==> config.mk <==
export PLATFORM = sky130hd
export DESIGN_NAME = dual_gran_mem_port
export DESIGN_NICKNAME = d
export VERILOG_FILES = /design/src/rtl/dgm_pkg.sv /design/src/rtl/dgm_addr_map.sv /design/src/rtl/dgm_byte_mem.sv /design/src/rtl/dual_gran_mem_port.sv
export SDC_FILE = /design/constraint.sdc
export NUM_CORES = 2
export LEC_CHECK = 0
export BUFFER_PORTS_ARGS = -buffer_cell sky130_fd_sc_hd__clkbuf_2
export CAP_MARGIN = 15
export CORE_ASPECT_RATIO = 0.5
export CORE_MARGIN = 5
export CORE_UTILIZATION = 30
export CTS_CLUSTER_SIZE = 28
export DETAILED_ROUTE_END_ITERATION = 6
export GPL_ROUTABILITY_DRIVEN = 0
export PLACE_DENSITY_LB_ADDON = 0.05
export SLEW_MARGIN = 0
export SYNTH_ARGS = -nofsm -noshare
export SYNTH_HDL_FRONTEND = slang
export SYNTH_SLANG_ARGS = --single-unit
==> constraint.sdc <==
create_clock -name clk -period 3 [get_ports clk]
set_input_delay 0.3 -clock clk [delete_from_list [all_inputs] [get_ports clk]]
set_output_delay 0.3 -clock clk [all_outputs]
set_load 0.005 [all_outputs]
==> src/rtl/dgm_pkg.sv <==
package dgm_pkg;

    localparam int WORD_W = 32;
    localparam int BYTE_W = 8;
    localparam int LANES  = WORD_W / BYTE_W;

    typedef logic [WORD_W-1:0] word_t;
    typedef logic [BYTE_W-1:0] byte_t;

    // Request on the word-granular port
    typedef struct packed {
        logic  wr;
        logic  rd;
        word_t addr;
        word_t data;
    } wreq_t;

    // Request on the byte-granular fetch port
    typedef struct packed {
        logic  rd;
        word_t addr;
    } freq_t;

    // Big-endian lane extraction: lane 0 is the most significant byte
    function automatic byte_t be_lane(input word_t w, input logic [1:0] lane);
        return w[WORD_W-1 - BYTE_W*lane -: BYTE_W];
    endfunction

    // Word count to byte count: shift up two, drop the top two bits
    function automatic word_t word_to_byte(input word_t wa);
        return {wa[WORD_W-3:0], 2'b00};
    endfunction

    // Zero-extend a fetched byte into the fetch buffer
    function automatic word_t byte_to_buf(input byte_t b);
        return {{(WORD_W-BYTE_W){1'b0}}, b};
    endfunction

endpackage

==> src/rtl/dgm_addr_map.sv <==
module dgm_addr_map
    import dgm_pkg::*;
#(
    parameter int IDX_W = 8
) (
    input  word_t              word_addr,
    input  word_t              byte_addr,
    output word_t              phys_addr,
    output logic [IDX_W-3:0]   word_idx,
    output logic [IDX_W-1:0]   fetch_idx
);

    word_t phys;

    always_comb begin
        phys      = word_to_byte(word_addr);
        phys_addr = phys;
        word_idx  = phys[IDX_W-1:2];
        fetch_idx = byte_addr[IDX_W-1:0];
    end

endmodule

==> src/rtl/dgm_byte_mem.sv <==
module dgm_byte_mem
    import dgm_pkg::*;
#(
    parameter int MEM_BYTES = 256
) (
    input  logic                          clk,
    input  logic                          rst,
    input  logic                          wr_en,
    input  logic                          rd_en,
    input  logic [$clog2(MEM_BYTES)-3:0]  widx,
    input  word_t                         wdata,
    output word_t                         rdata,
    input  logic                          f_en,
    input  logic [$clog2(MEM_BYTES)-1:0]  f_idx,
    output word_t                         f_data
);

    localparam int IDX_W = $clog2(MEM_BYTES);

    byte_t mem [MEM_BYTES];
    byte_t lane_rd [LANES];

    // Combinational view of the addressed word, lane by lane
    for (genvar g = 0; g < LANES; g++) begin : g_lane
        always_comb lane_rd[g] = mem[{widx, 2'(g)}];
    end

    always_ff @(posedge clk) begin
        if (rst) begin
            for (int i = 0; i < MEM_BYTES; i++) mem[i] <= '0;
        end else if (wr_en) begin
            for (int b = 0; b < LANES; b++)
                mem[{widx, 2'(b)}] <= be_lane(wdata, 2'(b));
        end
    end

    always_ff @(posedge clk) begin
        if (rst)        rdata <= '0;
        else if (rd_en) rdata <= {lane_rd[0], lane_rd[1], lane_rd[2], lane_rd[3]};
    end

    // Fetch samples the array before this edge's write: old contents win
    always_ff @(posedge clk) begin
        if (rst)       f_data <= '0;
        else if (f_en) f_data <= byte_to_buf(mem[f_idx]);
    end

    p_rd_hold_r7: assert property (@(posedge clk) disable iff (rst)
        (!$past(rst) && !$past(rd_en)) |-> $stable(rdata));

    p_f_hold_r7: assert property (@(posedge clk) disable iff (rst)
        (!$past(rst) && !$past(f_en)) |-> $stable(f_data));

    initial begin
        a_size_r9: assert (MEM_BYTES >= 8 && (1 << IDX_W) == MEM_BYTES);
    end

endmodule

==> src/rtl/dual_gran_mem_port.sv <==
module dual_gran_mem_port
    import dgm_pkg::*;
#(
    parameter int MEM_BYTES = 256
) (
    input  logic        clk,
    input  logic        rst,
    input  logic [31:0] wa_addr,
    input  logic [31:0] wa_wdata,
    input  logic        wa_rd,
    input  logic        wa_wr,
    output logic [31:0] wa_rdata,
    output logic [31:0] phys_addr,
    input  logic [31:0] fp_addr,
    input  logic        fp_rd,
    output logic [31:0] fp_data
);

    localparam int IDX_W = $clog2(MEM_BYTES);

    wreq_t            wq;
    freq_t            fq;
    logic [IDX_W-3:0] widx;
    logic [IDX_W-1:0] fidx;
    logic             rd_go;

    always_comb begin
        wq    = '{wr: wa_wr, rd: wa_rd, addr: wa_addr, data: wa_wdata};
        fq    = '{rd: fp_rd, addr: fp_addr};
        rd_go = wq.rd && !wq.wr;   // write wins over a simultaneous read
    end

    dgm_addr_map #(.IDX_W(IDX_W)) u_map (
        .word_addr (wq.addr),
        .byte_addr (fq.addr),
        .phys_addr (phys_addr),
        .word_idx  (widx),
        .fetch_idx (fidx)
    );

    dgm_byte_mem #(.MEM_BYTES(MEM_BYTES)) u_mem (
        .clk    (clk),
        .rst    (rst),
        .wr_en  (wq.wr),
        .rd_en  (rd_go),
        .widx   (widx),
        .wdata  (wq.data),
        .rdata  (wa_rdata),
        .f_en   (fq.rd),
        .f_idx  (fidx),
        .f_data (fp_data)
    );

    p_reset_clear_r8: assert property (@(posedge clk)
        $past(rst) |-> (wa_rdata == '0 && fp_data == '0));

    p_both_strobes_r5: assert property (@(posedge clk) disable iff (rst)
        (!$past(rst) && $past(wa_wr) && $past(wa_rd)) |-> $stable(wa_rdata));

    p_wr_then_rd_r3: assert property (@(posedge clk) disable iff (rst)
        (!$past(rst) && !$past(rst, 2) && $past(wa_wr, 2) && $past(wa_rd)
         && !$past(wa_wr)
         && $past(phys_addr[IDX_W-1:2]) == $past(phys_addr[IDX_W-1:2], 2))
        |-> wa_rdata == $past(wa_wdata, 2));

    p_wr_then_fetch_r4: assert property (@(posedge clk) disable iff (rst)
        (!$past(rst) && !$past(rst, 2) && $past(wa_wr, 2) && $past(fp_rd)
         && !$past(wa_wr)
         && $past(fp_addr[IDX_W-1:2]) == $past(phys_addr[IDX_W-1:2], 2))
        |-> fp_data == byte_to_buf(be_lane($past(wa_wdata, 2), $past(fp_addr[1:0]))));

endmodule

==> impl_metrics.yaml <==
sta:
  finalCriticalPeriod_ps: 3100
  slew-limit-headroom_pct: 14.4
  rsz0062_at_grt: "yes"
  skew_ps: 38.4
  finalSetupTns_ps: -100
  worstMarginPinSlew_ps: 1280
  finalCritPeriodShare_pct: 103
  max_freq_mhz: 323
  final_hold_viol_count: 0
  setup_viol: 1
  drv_slew: 0
  fin_ws_ps: -100
pwr:
  p_per_area_mw_per_mm2: 562
  p_leak_nw: 45.1
  vdd_drop_max_v: 0.000401
grt:
  grt_use_total_pct: 29.9
  antenna_found_initial: 95
  met3_usage_pct: 6.17
  grt_pass1_wl_um: 763000
  grt_overflow: 0
  grtUsageMet2_pct: 44.1
  grt_pass1_vias: 77500
  grt_max_degree: 65
  busiest_layer: "met1"
  grt_use_met1_pct: 44.2
detailed_routing:
  drt-total-wl_um: 579000
  post_drt_via_cell_ratio: 5.89
  vias: 80800
  first_pass_iters: 7
  drt_iter0_markers: 12200
  route.detailed.drc: 13
  final_antenna_net_count: 0
  wl_per_cell_um: 42.2
yosys:
  ys.flop_type: "edfxtp_1"
  synthMuxAreaShare_pct: 12.2
  synth-xor-area-share_pct: 0
  avgSynthCellArea_um2: 13.3
  synth_area_leaders: "edfxtp_1, and2_1, mux4_2, a22oi_1, mux2i_1"
  async_flop_share_pct: 0
  yosysWarnings: 0
  yosysMostFrequentCell: "and2_1"
  synth_compound_area_share_pct: 11.1
  synthTopCellsByCount: "and2_1, edfxtp_1, a22oi_1"
  yosys.area_share.simple_pct: 15.0
  syn_area_mm2: 0.109
  yosys.area.top_type: "edfxtp_1"
  synth_fa_ha_area_share_pct: 0
  synth_seq_area_share_pct: 57.3
  synth_edf_count: 2048
  synthCells: 8184
  synth_cell_types: 82
  synth_top_family_by_area: "simple AND/OR/NAND/NOR gates"
  synth_seq_cells: 2088
  synth_top_cell_area_share_pct: 56.6
status:
  run_status: "finished, violations left"
  violations: "design-rule violations, negative setup slack"
clock_tree:
  htree_levels: 4
  clk_pin_slew_ps: 70
  cts_buffers: 223
  cts_tree: "done"
  clock-sinks: 2088
  clk_latency_ps: 950
  clock_path_buffers: 4
  cts-root-buf: "clkbuf_16"
worst_setup_path:
  crit_path_cell_trace: "mux4_2 > nor3_1 > buf_4 > or4_1 > a311oi_4 > nand4_1 > buf_4 > o211ai_1"
  crit_slowest_cell: "nand4_1"
  crit_buf_inv: 2
  cp.arrival_ps: 3950
  critPathMaxStageDelay_ps: 620
  worst_setup_path_start_kind: "flop"
  cp_common_cell: "buf_4"
  crit_family: "simple AND/OR/NAND/NOR gates"
  endpoint_kind: "flop"
  crit_type: "flop to flop"
  required_ps: 3850
  cp_max_fo: 2
placed_design:
  dp_slack_ps: -758
  numPortBuffers: 96
  hpwl_um: 414000
  placed_area_mm2: 0.123
min_path:
  hp-class: "input pin to flop"
floorplan:
  die_x_um: 861
  die_y_um: 436
  rows: 156
  core-area_mm2: 0.361
  die-area_mm2: 0.375
  ios: 197
  start_util_pct: 30.1
final_layout:
  drive_above_1_share_pct: 24.5
  syn_to_final_growth_pct: 19.5
  multi_input_area_mm2: 0.0420
  final_area_mm2: 0.130
  nets: 8801
  seq_area_mm2: 0.0623
  fillers: 34800
run:
  drv_cap: 0
[report_power, final]
| part | switching [mW] | leakage, nW | internal, mW |
|---|---|---|---|
| Clock | 13.0 | 3.41 | 15.5 |
| Combinational | 6.30 | 21.9 | 3.47 |
| Sequential | 1.23 | 19.8 | 33.5 |
| Total | 20.5 | 45.1 | 52.6 |
[per-layer routing]
metal	vias up	wire length (µm)
li1	32400	-
met1	43200	260000
met4	20	19000
met5	-	177
met2	4434	248000
met3	665	51600
[repair_timing]
item | 4_1_cts | 5_1_grt
endpoints found under the setup margin | 3 | 2
hold buffers | 18 | 0
gates resized for setup | 4 | 2
hold endpoints to repair | 186 | 0
buffers inserted | 4 | 6
pin swaps | 1 | 2
[through the flow]
step,power [mW],util [%],hold WS (ps),std cells
after detailed placement,44.9,34.0,513,13300
after CTS,73.3,36.0,2.45,13700
after global routing,74.8,36.0,19.8,13700
final,73.1,36.0,48.8,13700
after global placement,45.0,34.0,516,13300
after floorplan,38.9,-,467,8209
[sequential cells by signal (all words and copies together), names as in the netlist]
| signal | count |
|---|---|
| u_mem.mem | 2048 |
| wa_rdata | 32 |
| u_mem.f_data | 8 |
[logic make-up after synthesis]
kind of cell           after synthesis
AND/OR/NAND/NOR                   2724
flip-flops                        2088
AO/OA/AOI/OAI                     1623
buffers and inverters              966
multiplexers                       782
other                                1
[layout by cell type, fill, tap and decap left out, drive strengths merged, types with 79 or more instances in the layout]
cell,Yosys,layout
clkinv,1,79
a21oi,142,142
mux4,424,424
and2,2062,2062
a41oi,82,82
a221oi,102,102
a22oi,749,749
a22o,108,108
nor2,167,167
mux2i,291,291
buf,459,1155
edfxtp,2048,2048
clkbuf,501,340
nand2,134,134
[worst paths after layout]
check | start | to | slack, ps | cells after the start
setup / recovery | u_mem.mem[250][6] | u_mem.f_data[6] | -100 | 8
hold reg to reg | wa_rdata[18] | wa_rdata[18] | 520 | 2
setup reg to reg | u_mem.mem[250][6] | u_mem.f_data[6] | -100 | 8
hold / removal | wa_wdata[11] | u_mem.mem[58][3] | 50 | 2
[final cells by class]
class / instances / area share (%)
repair buffers: 1226 / 9.68
inverters: 6 / 0.0212
clock inverters: 101 / 0.749
flip-flops and latches: 2088 / 47.9
diodes: 38 / 0.0732
multi-input cells: 5155 / 32.3
well taps: 4819 / 4.64
clock buffers: 287 / 4.59
Power figures use the tool's default switching activity.
